$ cat src/rtl/sfe_pkg.sv
package sfe_pkg;
  localparam int WORD_BYTES = 4;
  localparam logic ADDR_DATA = 1'b0;
  localparam logic ADDR_OP   = 1'b1;
  localparam int OP_DIR  = 0;
  localparam int OP_CNT  = 1;
  localparam int OP_CONT = 3;
  localparam int OP_BUSY = 31;

  typedef enum logic [7:0] {
    CMD_PAGE_PROG  = 8'd2,
    CMD_WR_DIS     = 8'd4,
    CMD_RD_STATUS  = 8'd5,
    CMD_WR_EN      = 8'd6,
    CMD_FAST_READ  = 8'd11,
    CMD_SECT_ERASE = 8'd216
  } sf_cmd_e;
endpackage

$ cat src/rtl/sfe_sck_gen.sv
module sfe_sck_gen #(
  parameter int DIV = 4
) (
  input  logic clk,
  input  logic rst_n,
  input  logic start,
  input  logic run,
  output logic sck,
  output logic sample_en,
  output logic bit_end
);
  localparam int HALF = DIV / 2;
  localparam int PW   = (DIV > 2) ? $clog2(DIV) : 1;

  logic [PW-1:0] ph_q;

  always_ff @(posedge clk or negedge rst_n) begin
    if (!rst_n) ph_q <= '0;
    else if (start) ph_q <= '0;
    else if (run) ph_q <= (ph_q == PW'(DIV - 1)) ? '0 : ph_q + 1'b1;
  end

  assign sck       = run && (ph_q >= PW'(HALF));
  assign sample_en = run && (ph_q == PW'(HALF - 1));
  assign bit_end   = run && (ph_q == PW'(DIV - 1));


  idle_phase_zero_chk: assert property (@(posedge clk) disable iff (!rst_n)
    !run |-> (ph_q == '0));
endmodule

$ cat src/rtl/sfe_shifter.sv
module sfe_shifter #(
  parameter int WB = 4
) (
  input  logic                     clk,
  input  logic                     rst_n,
  input  logic                     start,
  input  logic                     run,
  input  logic                     dir_out,
  input  logic [$clog2(WB)-1:0]    last_byte,
  input  logic [WB*8-1:0]          tx_word,
  input  logic                     sample_en,
  input  logic                     bit_end,
  input  logic                     miso,
  output logic                     mosi,
  output logic                     xfer_done,
  output logic [WB*8-1:0]          rx_word
);
  localparam int BW = $clog2(WB * 8);

  logic [BW-1:0] bit_q;
  logic [BW-1:0] idx;
  logic          last_bit;

  assign idx       = {bit_q[BW-1:3], ~bit_q[2:0]};
  assign last_bit  = (bit_q == {last_byte, 3'b111});
  assign xfer_done = bit_end && last_bit;
  assign mosi      = run && dir_out && tx_word[idx];

  always_ff @(posedge clk or negedge rst_n) begin
    if (!rst_n) begin
      bit_q   <= '0;
      rx_word <= '0;
    end else if (start) begin
      bit_q   <= '0;
      rx_word <= '0;
    end else begin
      if (bit_end && !last_bit) bit_q <= bit_q + 1'b1;
      if (sample_en && !dir_out) rx_word[idx] <= miso;
    end
  end


  bit_count_bound_chk: assert property (@(posedge clk) disable iff (!rst_n)
    run |-> (bit_q <= {last_byte, 3'b111}));
endmodule

$ cat src/rtl/sf_shift_engine.sv
module sf_shift_engine #(
  parameter int SCK_DIV = 4
) (
  input  logic        clk,
  input  logic        rst_n,
  input  logic        reg_we,
  input  logic        reg_addr,
  input  logic [31:0] reg_wdata,
  output logic [31:0] reg_rdata,
  output logic        sf_sck,
  output logic        sf_cs_n,
  output logic        sf_mosi,
  input  logic        sf_miso
);
  import sfe_pkg::*;
  localparam int CW = $clog2(WORD_BYTES);

  logic          busy_q, dir_q, cont_q;
  logic [CW-1:0] cnt_q;
  logic [31:0]   data_q;
  logic          op_wr, accept, data_wr;
  logic          sample_en, bit_end, xfer_done;
  logic [31:0]   rx_word;

  assign op_wr   = reg_we && (reg_addr == ADDR_OP);
  assign accept  = op_wr && !busy_q;
  assign data_wr = reg_we && (reg_addr == ADDR_DATA) && !busy_q;

  always_ff @(posedge clk or negedge rst_n) begin
    if (!rst_n) begin
      busy_q  <= 1'b0;
      dir_q   <= 1'b0;
      cont_q  <= 1'b0;
      cnt_q   <= '0;
      data_q  <= '0;
      sf_cs_n <= 1'b1;
    end else begin
      if (accept) begin
        dir_q   <= reg_wdata[OP_DIR];
        cnt_q   <= reg_wdata[OP_CNT +: CW];
        cont_q  <= reg_wdata[OP_CONT];
        busy_q  <= 1'b1;
        sf_cs_n <= 1'b0;
      end
      if (data_wr) data_q <= reg_wdata;
      if (xfer_done) begin
        busy_q  <= 1'b0;
        sf_cs_n <= !cont_q;
        if (!dir_q) data_q <= rx_word;
      end
    end
  end

  always_comb begin
    reg_rdata = '0;
    if (reg_addr == ADDR_OP) begin
      reg_rdata[OP_BUSY]       = busy_q;
      reg_rdata[OP_CONT]       = cont_q;
      reg_rdata[OP_CNT +: CW]  = cnt_q;
      reg_rdata[OP_DIR]        = dir_q;
    end else begin
      reg_rdata = data_q;
    end
  end

  sfe_sck_gen #(.DIV(SCK_DIV)) u_sck (
    .clk(clk), .rst_n(rst_n), .start(accept), .run(busy_q),
    .sck(sf_sck), .sample_en(sample_en), .bit_end(bit_end)
  );

  sfe_shifter #(.WB(WORD_BYTES)) u_shift (
    .clk(clk), .rst_n(rst_n), .start(accept), .run(busy_q),
    .dir_out(dir_q), .last_byte(cnt_q), .tx_word(data_q),
    .sample_en(sample_en), .bit_end(bit_end), .miso(sf_miso),
    .mosi(sf_mosi), .xfer_done(xfer_done), .rx_word(rx_word)
  );


  cs_held_busy_chk: assert property (@(posedge clk) disable iff (!rst_n)
    busy_q |-> !sf_cs_n);

  cs_release_chk: assert property (@(posedge clk) disable iff (!rst_n)
    $fell(busy_q) |-> (sf_cs_n == !cont_q));

  busy_write_ignored_chk: assert property (@(posedge clk) disable iff (!rst_n)
    (reg_we && busy_q && !xfer_done) |=> $stable({dir_q, cnt_q, cont_q, data_q}));

  idle_sck_low_chk: assert property (@(posedge clk) disable iff (!rst_n)
    !busy_q |-> !sf_sck);

  read_mosi_quiet_chk: assert property (@(posedge clk) disable iff (!rst_n)
    (busy_q && !dir_q) |-> !sf_mosi);
endmodule

$ cat config.mk
export PLATFORM = sky130hd
export DESIGN_NAME = sf_shift_engine
export DESIGN_NICKNAME = d
export VERILOG_FILES = /design/src/rtl/sfe_pkg.sv /design/src/rtl/sfe_sck_gen.sv /design/src/rtl/sfe_shifter.sv /design/src/rtl/sf_shift_engine.sv
export SDC_FILE = /design/constraint.sdc
export NUM_CORES = 1
export LEC_CHECK = 0
export BUFFER_PORTS_ARGS = -buffer_cell sky130_fd_sc_hd__clkbuf_2
export CAP_MARGIN = 20
export CORE_MARGIN = 4
export CORE_UTILIZATION = 55
export DETAILED_ROUTE_END_ITERATION = 10
export MAX_ROUTING_LAYER = met4
export PLACE_DENSITY = 0.78
export REMOVE_ABC_BUFFERS = 1
export SYNTH_ARGS = -nofsm -noshare
export SYNTH_HDL_FRONTEND = slang
export SYNTH_SLANG_ARGS = --single-unit
$ cat constraint.sdc
create_clock -name clk -period 3.8 [get_ports clk]
set_input_delay 0.19 -clock clk [delete_from_list [all_inputs] [get_ports clk]]
set_output_delay 0.19 -clock clk [all_outputs]
set_load 0.05 [all_outputs]
==> key figures, run 1 <==
Floorplanning
  • Die area: 9190 sq um
  • Die Height: 95.9 um
  • Initial Utilization: 57.6%
  • Die X-Extent: 95.9 um
  • Placeable core area: 7370 sq um
  • Site row count: 31
  • I/O pins: 72

Power and ir drop
  • Sw power: 1.73 mW
  • Reg power frac: 41.2%
  • LEAKAGE: 2.02 nW
  • Peak supply drop: 0.453 mV
  • Comb power frac: 42.8%
  • Internal Power: 2.13 mW
  • Clock power share: 15.9%
  • Power Dens Cells: 809 nW/um^2
  • Switch share: 44.8%

Clocking
  • Cts hold-fix bufs: 0
  • Root Driver: clkbuf_8
  • H-tree level count: 3
  • CTS max path bufs: 2
  • Num CTS Buffers: 9
  • Clock latency at the later pin of the worst-skew pair: 360 ps
  • Post-CTS Setup Inserts: 0
  • Post_cts resized: 0
  • # clock sinks: 77
  • Clk slew on worst S/H paths: 80 ps
  • Clock tree from TritonCTS: built

Yosys
  • Area of the mapped netlist: 4250 sq um
  • Sequential area share after synthesis: 45.4%
  • Top FF cell, synth: dfrtp_1
  • Ys Warns: 0
  • Mapped Cells: 446
  • Async set-reset flop share out of synthesis: 100%
  • Syn avg cell area: 9.52 sq um
  • Yosys cell types: 40
  • Number of flops mapped to enable cells by yosys: 0
  • #FFs+latches synth: 77

Detailed routing
  • DR vias: 3325
  • Routed wire per std cell: 15.6 um
  • TritonRoute pass-1 iters: 4
  • Post-Route WL: 9.47 mm
  • Initial drt markers: 205
  • Via/cell ratio: 5.49
  • DRC Markers: 0
  • DRT antenna net count: 0

Placement
  • Inst Count DP: 590
  • # port buffers: 71
  • RePlAce Congestion: 0.971
  • HPWL Detailed: 6.52 mm

STA
  • Period minus WS final: 2780 ps
  • Slew Viols, Final: 0
  • Hold_ws: -23.3 ps
  • Final Skew: 11.7 ps
  • Worst rel slew slack: 36.6%
  • Final setup violation count: 0
  • Worst slew pin tran: 951 ps
  • TNS Setup: 0 ps
  • RSZ-0062 raised after global routing: no
  • Final Hold Fails: 20
  • Fmax: 360 MHz
  • Final period util: 73.2%

Cells and area
  • Area of the multi-input gates: 2120 sq um
  • Fill count: 623
  • Diode count: 0
  • Share of layout cells above drive strength 1: 22.1%
  • Nets@finish: 546
  • Register Area: 1930 sq um
  • Layout area overhead: 12.5%
  • Post-route insts no fill: 606

Global routing
  • GRT Total Usage: 22.7%
  • Largest net degree at the start of global routing: 78
  • Remaining global-route overflow: 0
  • Initial antenna violation count: 0
  • Number of global-route vias before repair: 3244
  • First-pass GRT wire length: 15.7 mm

Worst setup path
  • Critical path required time: 3610 ps
  • Crit path launch type: register
  • Worst R2R Start: u_shift.bit_q[1]
  • Worst Path Max Fanout: 20
  • Setup CP Type: register to output pin
  • WP data arrival: 2590 ps
  • Crit end category: output pin
  • Critical Path Start: u_shift.bit_q[1]

Job
  • MaxCap Viol Count: 0

Worst hold path
  • Hold Crit Class: primary input to asynchronous set/reset pin

Run status
  • Failing checks: negative hold slack
  • Outcome: complete, but fails checks
registers in the layout, indices dropped and copies added (netlist names):
signal           cells
busy_q               1
cnt_q                2
cont_q               1
data_q              32
dir_q                1
sf_cs_n              1
u_sck.ph_q           2
u_shift.bit_q        5
u_shift.rx_word     32
placed cells by master (no fill, tap or decap), types with 2 or more instances in the layout:
cell type and instances:
dfrtp_1 76, o21ai_0 47, buf_4 6, nor3b_2 3, nor2_1 51, clkinv_2 2
mux2_2 13, xnor2_1 3, o22ai_1 3, mux2i_1 59, nand4_1 3, a21oi_1 18
nand3_1 5, clkbuf_2 70, xor2_1 3, clkbuf_1 2, nand2_1 68, and2_1 4
ha_1 7, clkbuf_8 10, nor2b_1 28, a22o_1 2, inv_1 4, nand3b_1 2
metal layers:
| layer | global-route usage (%) | up-vias | wire (um) |
|---|---|---|---|
| met5 | - | - | 0 |
| met4 | 8.06 | 0 | 158 |
| met3 | 3.91 | 15 | 439 |
| met2 | 34.4 | 89 | 4580 |
| met1 | 30.8 | 1597 | 4290 |
| li1 | - | 1624 | - |
power by group through the flow:
stage / sequential (mW) / combinational (mW) / clock (mW)
2_1_floorplan: 1.47 / 1.31 / 0
3_3_place_gp: 1.59 / 1.60 / 0
3_5_place_dp: 1.60 / 1.66 / 0
4_1_cts: 1.59 / 1.67 / 0.622
5_1_grt: 1.65 / 1.82 / 0.661
6_report: 1.59 / 1.65 / 0.616
cells by family after synthesis:
kind of cell	after synthesis	synth area share, %
multiplexers	73	17.9
XOR/XNOR	6	1.24
buffers and inverters	35	4.77
AO/OA/AOI/OAI	78	10.1
flip-flops	77	45.4
AND/OR/NAND/NOR	170	18.6
adder cells (fa/ha/maj)	7	2.06
path summary, 6_finish.rpt:
| kind | end | slack, ps | cells after the start |
|---|---|---|---|
| max in group asynchronous | data_q[1] | 3200 | 1 |
| min in group clk | cnt_q[1] | 100 | 2 |
| worst min-delay path | cnt_q[1] | -20 | 1 |
| worst min register to register | sf_cs_n | 470 | 1 |
| worst max register to register | data_q[11] | 1430 | 5 |
| worst max-delay path | sf_mosi | 1020 | 5 |
cell usage after synthesis (all sizes together) (3+ instances only):
master | number | share of area, %
ha | 7 | 2.1
o22ai | 3 | 0.44
a21oi | 18 | 2.1
nand4 | 3 | 0.44
dfrtp | 76 | 45
and2 | 4 | 0.59
nor3b | 3 | 0.77
nand2 | 68 | 6.0
inv | 4 | 0.35
xnor2 | 3 | 0.62
nor2 | 52 | 4.6
clkbuf | 7 | 0.62
mux2 | 13 | 3.4
nor2b | 28 | 4.1
nand3 | 5 | 0.59
buf | 24 | 3.8
mux2i | 59 | 14
o21ai | 48 | 5.7
xor2 | 3 | 0.62
worst max-delay path, cell delays in order, from the launching register on:
cell and delay, ps:
dfrtp_1 950, mux2_2 420, a211o_1 300, o22ai_1 150, a31oi_1 140, clkbuf_2 270
metrics by stage:
step                total power, mW  hold WS (ps)  setup slack, ps  util, %  area [sq um]
global route                   4.13          48.3              913     64.8          4780
CTS                            3.88          22.6             1060     64.8          4780
floorplan                      2.79          -106             -719        -          4060
finish                         3.86         -23.3             1020     64.8          4780
global placement               3.19           398             1500     62.2          4580
detailed placement             3.26           405             1440     62.2          4580
area by class of cell:
| cell class | count | area share (%) |
|---|---|---|
| Multi-Input combinational cell | 334 | 44.4 |
| Timing Repair Buffer | 76 | 8.28 |
| Tap cell | 99 | 2.59 |
| Inverter | 4 | 0.314 |
| Clock inverter | 4 | 0.995 |
| Sequential cell | 77 | 40.4 |
| Clock buffer | 12 | 3.04 |
(Power assumes the default switching activity.)
==> run 2: changes to the inputs <==
==> constraint.sdc (replaced) <==
create_clock -name clk -period 2.7 [get_ports clk]
set_input_delay 0.135 -clock clk [delete_from_list [all_inputs] [get_ports clk]]
set_output_delay 0.135 -clock clk [all_outputs]
set_load 0.05 [all_outputs]
==> key figures, run 2 (synthesis gave the netlist of run 1 again) <==
Run status
  • Outcome: finished clean

Worst setup path
  • Crit end category: output pin
  • Critical path required time: 2570 ps (-1040 ps)
  • Slowest cell on the critical path: dfrtp_1
  • Crit path launch type: register
  • CP max stage delay: 650 ps (-300 ps)
  • WP data arrival: 2440 ps (-150 ps)
  • Crit-path cells: or3b_1 > nor2_1 > a211o_1 > o22ai_1 > a31oi_1 > clkbuf_2
  • Worst Path Max Fanout: 13 (-35%)
  • Setup CP Type: register to output pin

STA
  • TNS Setup: 0 ps (unchanged)
  • Fmax: 388 MHz
  • Period minus WS final: 2570 ps
  • RSZ-0062 raised after global routing: no
  • Final Skew: 8.10 ps (-3.57 ps)
  • Slew Viols, Final: 0 (unchanged)
  • Worst slew pin tran: 967 ps (+16.7 ps)
  • Final setup violation count: 0 (unchanged)
  • Final Hold Fails: 0 (-100%)
  • Final period util: 95.3%
  • Worst setup margin: 126 ps (-893 ps)
  • Worst rel slew slack: 35.5% (-1.1 points)

Cells and area
  • Share of layout cells above drive strength 1: 22.9% (+0.81 points)
  • Leading cell type in the layout, fill and taps excluded: dfrtp_1
  • Diode count: 0 (unchanged)
  • Layout area overhead: 14.4%
  • Finished Cell Area: 4850 sq um (+1.6%)
  • Top Registers: data_q x32, u_shift.rx_word x32, u_shift.bit_q x5
  • Nets@finish: 550 (+0.73%)
  • Commonest cells after routing, fill and taps aside: 76 x dfrtp_1, 70 x clkbuf_2, 68 x nand2_1

Floorplanning
  • Die X-Extent: 95.9 um (unchanged)
  • Initial Utilization: 57.6% (unchanged)
  • I/O pins: 72 (unchanged)
  • Site row count: 31 (unchanged)
  • Die area: 9190 sq um (unchanged)
  • Die Height: 95.9 um (unchanged)
  • Placeable core area: 7370 sq um (unchanged)

Power and ir drop
  • Peak supply drop: 0.714 mV (+57%)
  • LEAKAGE: 2.06 nW (+2.3%)
  • Power Dens Cells: 1160 nW/um^2 (+43%)

Placement
  • Dpl cell area: 4610 sq um (+0.49%)
  • # port buffers: 71 (unchanged)
  • RePlAce Congestion: 0.921 (-5.1%)
  • Place WS: 567 ps (-872 ps)
  • HPWL Detailed: 6.69 mm (+2.5%)

Clocking
  • Clock tree from TritonCTS: built
  • Clk slew on worst S/H paths: 80 ps (about the same)
  • Root Driver: clkbuf_8
  • CTS max path bufs: 2 (unchanged)
  • Num CTS Buffers: 9 (unchanged)
  • Clock latency at the later pin of the worst-skew pair: 350 ps (about the same)
  • # clock sinks: 77 (unchanged)
  • H-tree level count: 3 (unchanged)

Global routing
  • Number of global-route vias before repair: 3174 (-2.2%)
  • GRT Total Usage: 22.9% (+0.26 points)
  • Largest net degree at the start of global routing: 78 (unchanged)
  • First-pass GRT wire length: 15.7 mm (-0.17%)
  • Initial antenna violation count: 0 (unchanged)
  • Remaining global-route overflow: 0 (unchanged)

Detailed routing
  • TritonRoute pass-1 iters: 5 (+1)
  • Routed wire per std cell: 15.5 um (-0.91%)
  • Initial drt markers: 148 (-28%)
  • Via/cell ratio: 5.41 (-1.4%)
  • DR vias: 3301 (-0.72%)
  • Post-Route WL: 9.45 mm (-0.25%)
  • DRT antenna net count: 0 (unchanged)
  • DRC Markers: 0 (unchanged)

Job
  • MaxCap Viol Count: 0 (unchanged)

Worst hold path
  • Hold Crit Class: primary input to register
## run 2: cell count changes in the layout (fill, tap and decap cells not counted), sizes merged
cell,before,now
buf,6,9
clkbuf,82,79
bufinv,1,3
clkinv,2,4
clkinvlp,1,0
dlygate4sd3,0,1
## run 2: critical path: cells and delay by family, from the launching register on
kind	cells	cell delay, ps
compound gates	3	430
flops	1	650
simple gates	2	670
buf+inv	1	340
## run 2: metal layers
layer | up-vias | wire [um] | global-route usage (%)
met5 | - | 0 | -
met4 | 0 | 170 | 7.46
li1 | 1632 | - | -
met2 | 88 | 4440 | 35.8
met3 | 17 | 437 | 3.60
met1 | 1564 | 4400 | 30.8
## run 2: timing repair
item	in CTS	in global routing
setup buffers	0	0
hold endpoints to repair	76	0
gates resized for setup	0	0
hold buffers	1	0
## run 2: worst paths after layout
kind	endpoint	start	slack, ps	cells past startpoint
max in group asynchronous	u_shift.rx_word[15]	rst_n	1590	2
setup / recovery	sf_mosi	u_shift.bit_q[4]	130	6
min in group asynchronous	cnt_q[1]	rst_n	470	2
setup reg to reg	data_q[12]	u_shift.bit_q[0]	750	5
hold / removal	cont_q	reg_wdata[3]	40	2
hold reg to reg	data_q[16]	u_shift.rx_word[16]	480	2
## run 2: through the flow
step	utilization (%)	hold WS (ps)	total power [mW]	std cells
after floorplan	-	-161	3.92	415
after global placement	62.5	340	4.53	593
after detailed placement	62.5	349	4.62	593
after CTS	65.9	22.3	5.66	610
after global routing	65.9	32.2	6.01	610
final	65.9	36.5	5.63	610
## run 2: area by class of cell
type	count	area [sq um]
multi-input cells	334	2120
inverters	4	15.0
clock buffers	9	124
fillers	625	2510
clock inverters	7	114
flip-flops and latches	77	1930
repair buffers	80	428
well taps	99	124
## run 2: power by group
| part | total (mW) | switching [mW] | internal (mW) |
|---|---|---|---|
| sequential | 2.15 | 0.462 | 1.69 |
| clock | 1.04 | 0.425 | 0.611 |
| combinational | 2.44 | 1.56 | 0.884 |
| total | 5.63 | 2.44 | 3.18 |
==> run 3: changes to the inputs <==
--- a/config.mk
+++ b/config.mk
@@ -7,7 +7,8 @@
 export LEC_CHECK = 0
 export BUFFER_PORTS_ARGS = -buffer_cell sky130_fd_sc_hd__clkbuf_2
 export CAP_MARGIN = 20
-export CORE_MARGIN = 4
+export CORE_ASPECT_RATIO = 2
+export CORE_MARGIN = 2
 export CORE_UTILIZATION = 55
 export DETAILED_ROUTE_END_ITERATION = 10
 export MAX_ROUTING_LAYER = met4
==> key figures, run 3 (synthesis gave the netlist of run 1 again) <==
Clocking
  • Num CTS Buffers: 9 (unchanged)
  • Root Driver: clkbuf_16
  • H-tree level count: 3 (unchanged)
  • Clock latency at the later pin of the worst-skew pair: 330 ps (-20 ps)
  • # clock sinks: 77 (unchanged)
  • CTS max path bufs: 2 (unchanged)
  • Clk slew on worst S/H paths: 50 ps (-30 ps)
  • Clock tree from TritonCTS: built

Global routing
  • Met3 Use GR: 3.69% (+0.091 points)
  • Initial antenna violation count: 0 (unchanged)
  • GRT met2 Usage: 44.8% (+8.9 points)
  • First-pass GRT wire length: 16.4 mm (+4.3%)
  • GRT Total Usage: 26.4% (+3.5 points)
  • Remaining global-route overflow: 0 (unchanged)
  • Number of global-route vias before repair: 3470 (+9.3%)
  • Most Crowded Layer GR: met2
  • Met1 usage: 28.6% (-2.2 points)
  • Largest net degree at the start of global routing: 78 (unchanged)

STA
  • Period minus WS final: 2490 ps (-80.8 ps)
  • Worst setup margin: 207 ps (+80.8 ps)
  • Final Hold Fails: 0 (unchanged)
  • Worst slew pin tran: 974 ps (+6.32 ps)
  • Final Skew: 3.87 ps (-4.24 ps)
  • Worst rel slew slack: 35.1% (-0.42 points)
  • RSZ-0062 raised after global routing: no
  • Final period util: 92.3% (-3.0 points)
  • Final setup violation count: 0 (unchanged)
  • Slew Viols, Final: 0 (unchanged)
  • TNS Setup: 0 ps (unchanged)
  • Fmax: 401 MHz (+3.2%)

Worst hold path
  • Hold Path Depth: 2 (unchanged)
  • Hold Crit Class: primary input to register
  • Hold_sp: reg_wdata[1]
  • Worst Hold End: cnt_q[0]

Power and ir drop
  • Internal Power: 3.34 mW (+4.8%)
  • Comb power frac: 41.6% (-1.8 points)
  • Power Dens Cells: 1180 nW/um^2 (+1.8%)
  • Sw power: 2.48 mW (+1.4%)
  • Tot Pwr: 5.81 mW (+3.3%)
  • Switch share: 42.6% (-0.81 points)
  • Reg power frac: 38.4% (+0.2 points)
  • Clock power share: 20.1% (+1.7 points)
  • LEAKAGE: 2.10 nW (+1.8%)
  • Peak supply drop: 0.658 mV (-7.8%)

Floorplanning
  • Die area: 8480 sq um (-7.7%)
  • Die Height: 128 um (+34%)
  • Initial Utilization: 56.3% (-1.3 points)
  • Placeable core area: 7540 sq um (+2.4%)
  • Die X-Extent: 66.1 um (-31%)
  • Site row count: 45 (+45%)
  • I/O pins: 72 (unchanged)

Detailed routing
  • DR vias: 3402 (+3.1%)
  • DRC Markers: 0 (unchanged)
  • TritonRoute pass-1 iters: 5 (unchanged)
  • Routed wire per std cell: 16.5 um (+6.6%)
  • Initial drt markers: 156 (+5.4%)
  • DRT antenna net count: 0 (unchanged)
  • Post-Route WL: 10.1 mm (+6.4%)
  • Via/cell ratio: 5.59 (+3.2%)

Cells and area
  • Post-route insts no fill: 609 (-0.16%)
  • Share of layout cells above drive strength 1: 22.5% (-0.37 points)
  • Nets@finish: 554 (+0.73%)
  • Leading cell type in the layout, fill and taps excluded: dfrtp_1
  • Top Registers: data_q x32, u_shift.rx_word x32, u_shift.bit_q x5
  • Commonest cells after routing, fill and taps aside: 76 x dfrtp_1, 70 x clkbuf_2, 68 x nand2_1
  • Layout area overhead: 16.1%
  • Fin util: 65.3% (-0.55 points)
  • Diode count: 0 (unchanged)

Worst setup path
  • Crit end category: output pin
  • Most frequent cell on the critical path: o22ai_1
  • Critical path required time: 2570 ps (about the same)
  • R2R Setup Slk: 530 ps (-220 ps)
  • Worst Path Max Fanout: 13 (unchanged)
  • Setup CP Type: register to output pin
  • Crit-path cells: nand3b_1 > o22ai_1 > a211o_1 > o22ai_1 > a31oi_1 > clkbuf_2
  • CP top delay family: compound AO/OA/AOI/OAI gates
  • Crit path launch type: register
  • R2R cell count: 5 (unchanged)
  • R2R Path End: data_q[20]
  • CP max stage delay: 590 ps (-60 ps)
  • Slowest cell on the critical path: dfrtp_1
  • WP data arrival: 2360 ps (-80 ps)
  • Buf/Inv on CP: 1 (unchanged)
  • Worst R2R Start: u_shift.bit_q[1]

Placement
  • HPWL Detailed: 7.31 mm (+9.2%)
  • RePlAce Congestion: 0.921 (about the same)
  • Inst Count DP: 592 (-0.17%)
  • # port buffers: 71 (unchanged)
  • Place WS: 532 ps (-35.4 ps)

Job
  • MaxCap Viol Count: 0 (unchanged)

Run status
  • Outcome: finished clean
[run 3: changes by cell type in the layout (fill, tap and decap cells not counted), sizes merged]
cell	change
clkinv	-4
clkbuf	+6
buf	+4
bufinv	-2
[run 3: layout make-up]
| cell class | instances | area [sq um] |
|---|---|---|
| clock buffer | 15 | 258 |
| clock inverter | 1 | 30.0 |
| fill | 648 | 2620 |
| inverter | 4 | 15.0 |
| multi-input combinational | 334 | 2120 |
| sequential | 77 | 1930 |
| tap | 94 | 118 |
| timing repair buffer | 84 | 458 |
[run 3: timing repair]
| item | CTS | global route |
|---|---|---|
| endpoints found under the hold margin | 34 | 0 |
| buffers inserted | 0 | 0 |
| gates resized for setup | 0 | 0 |
| hold buffers | 1 | 0 |
[run 3: worst max path at each step]
stage	startpoint	to	slack [ps]	cells past startpoint
after floorplan	busy_q	data_q[29]	-1820	3
after global placement	u_shift.bit_q[4]	sf_mosi	570	5
after detailed placement	u_shift.bit_q[1]	data_q[20]	530	5
after CTS	u_shift.bit_q[1]	sf_mosi	200	7
after global routing	u_shift.bit_q[1]	sf_mosi	100	7
final	u_shift.bit_q[2]	sf_mosi	210	6
[run 3: stage by stage]
step                      cell area (sq um)  hold slack, ps
after floorplan                        4060            -161
after global placement                 4630             335
after detailed placement               4630             346
after CTS                              4930            47.5
after global routing                   4930            66.3
final                                  4930            59.0
[run 3: layer usage]
metal / share of wire, % / up-vias
met5: 0 / -
met4: 3.7 / 0
met3: 4.0 / 27
met2: 55 / 91
met1: 37 / 1643
li1: - / 1641
[run 3: power groups by stage]
stage | registers [mW] | logic, mW | clock network, mW
4_1_cts | 2.23 | 2.44 | 1.19
3_5_place_dp | 2.25 | 2.42 | 0
6_report | 2.23 | 2.42 | 1.17
2_1_floorplan | 2.07 | 1.85 | 0
5_1_grt | 2.31 | 2.63 | 1.23
3_3_place_gp | 2.23 | 2.35 | 0
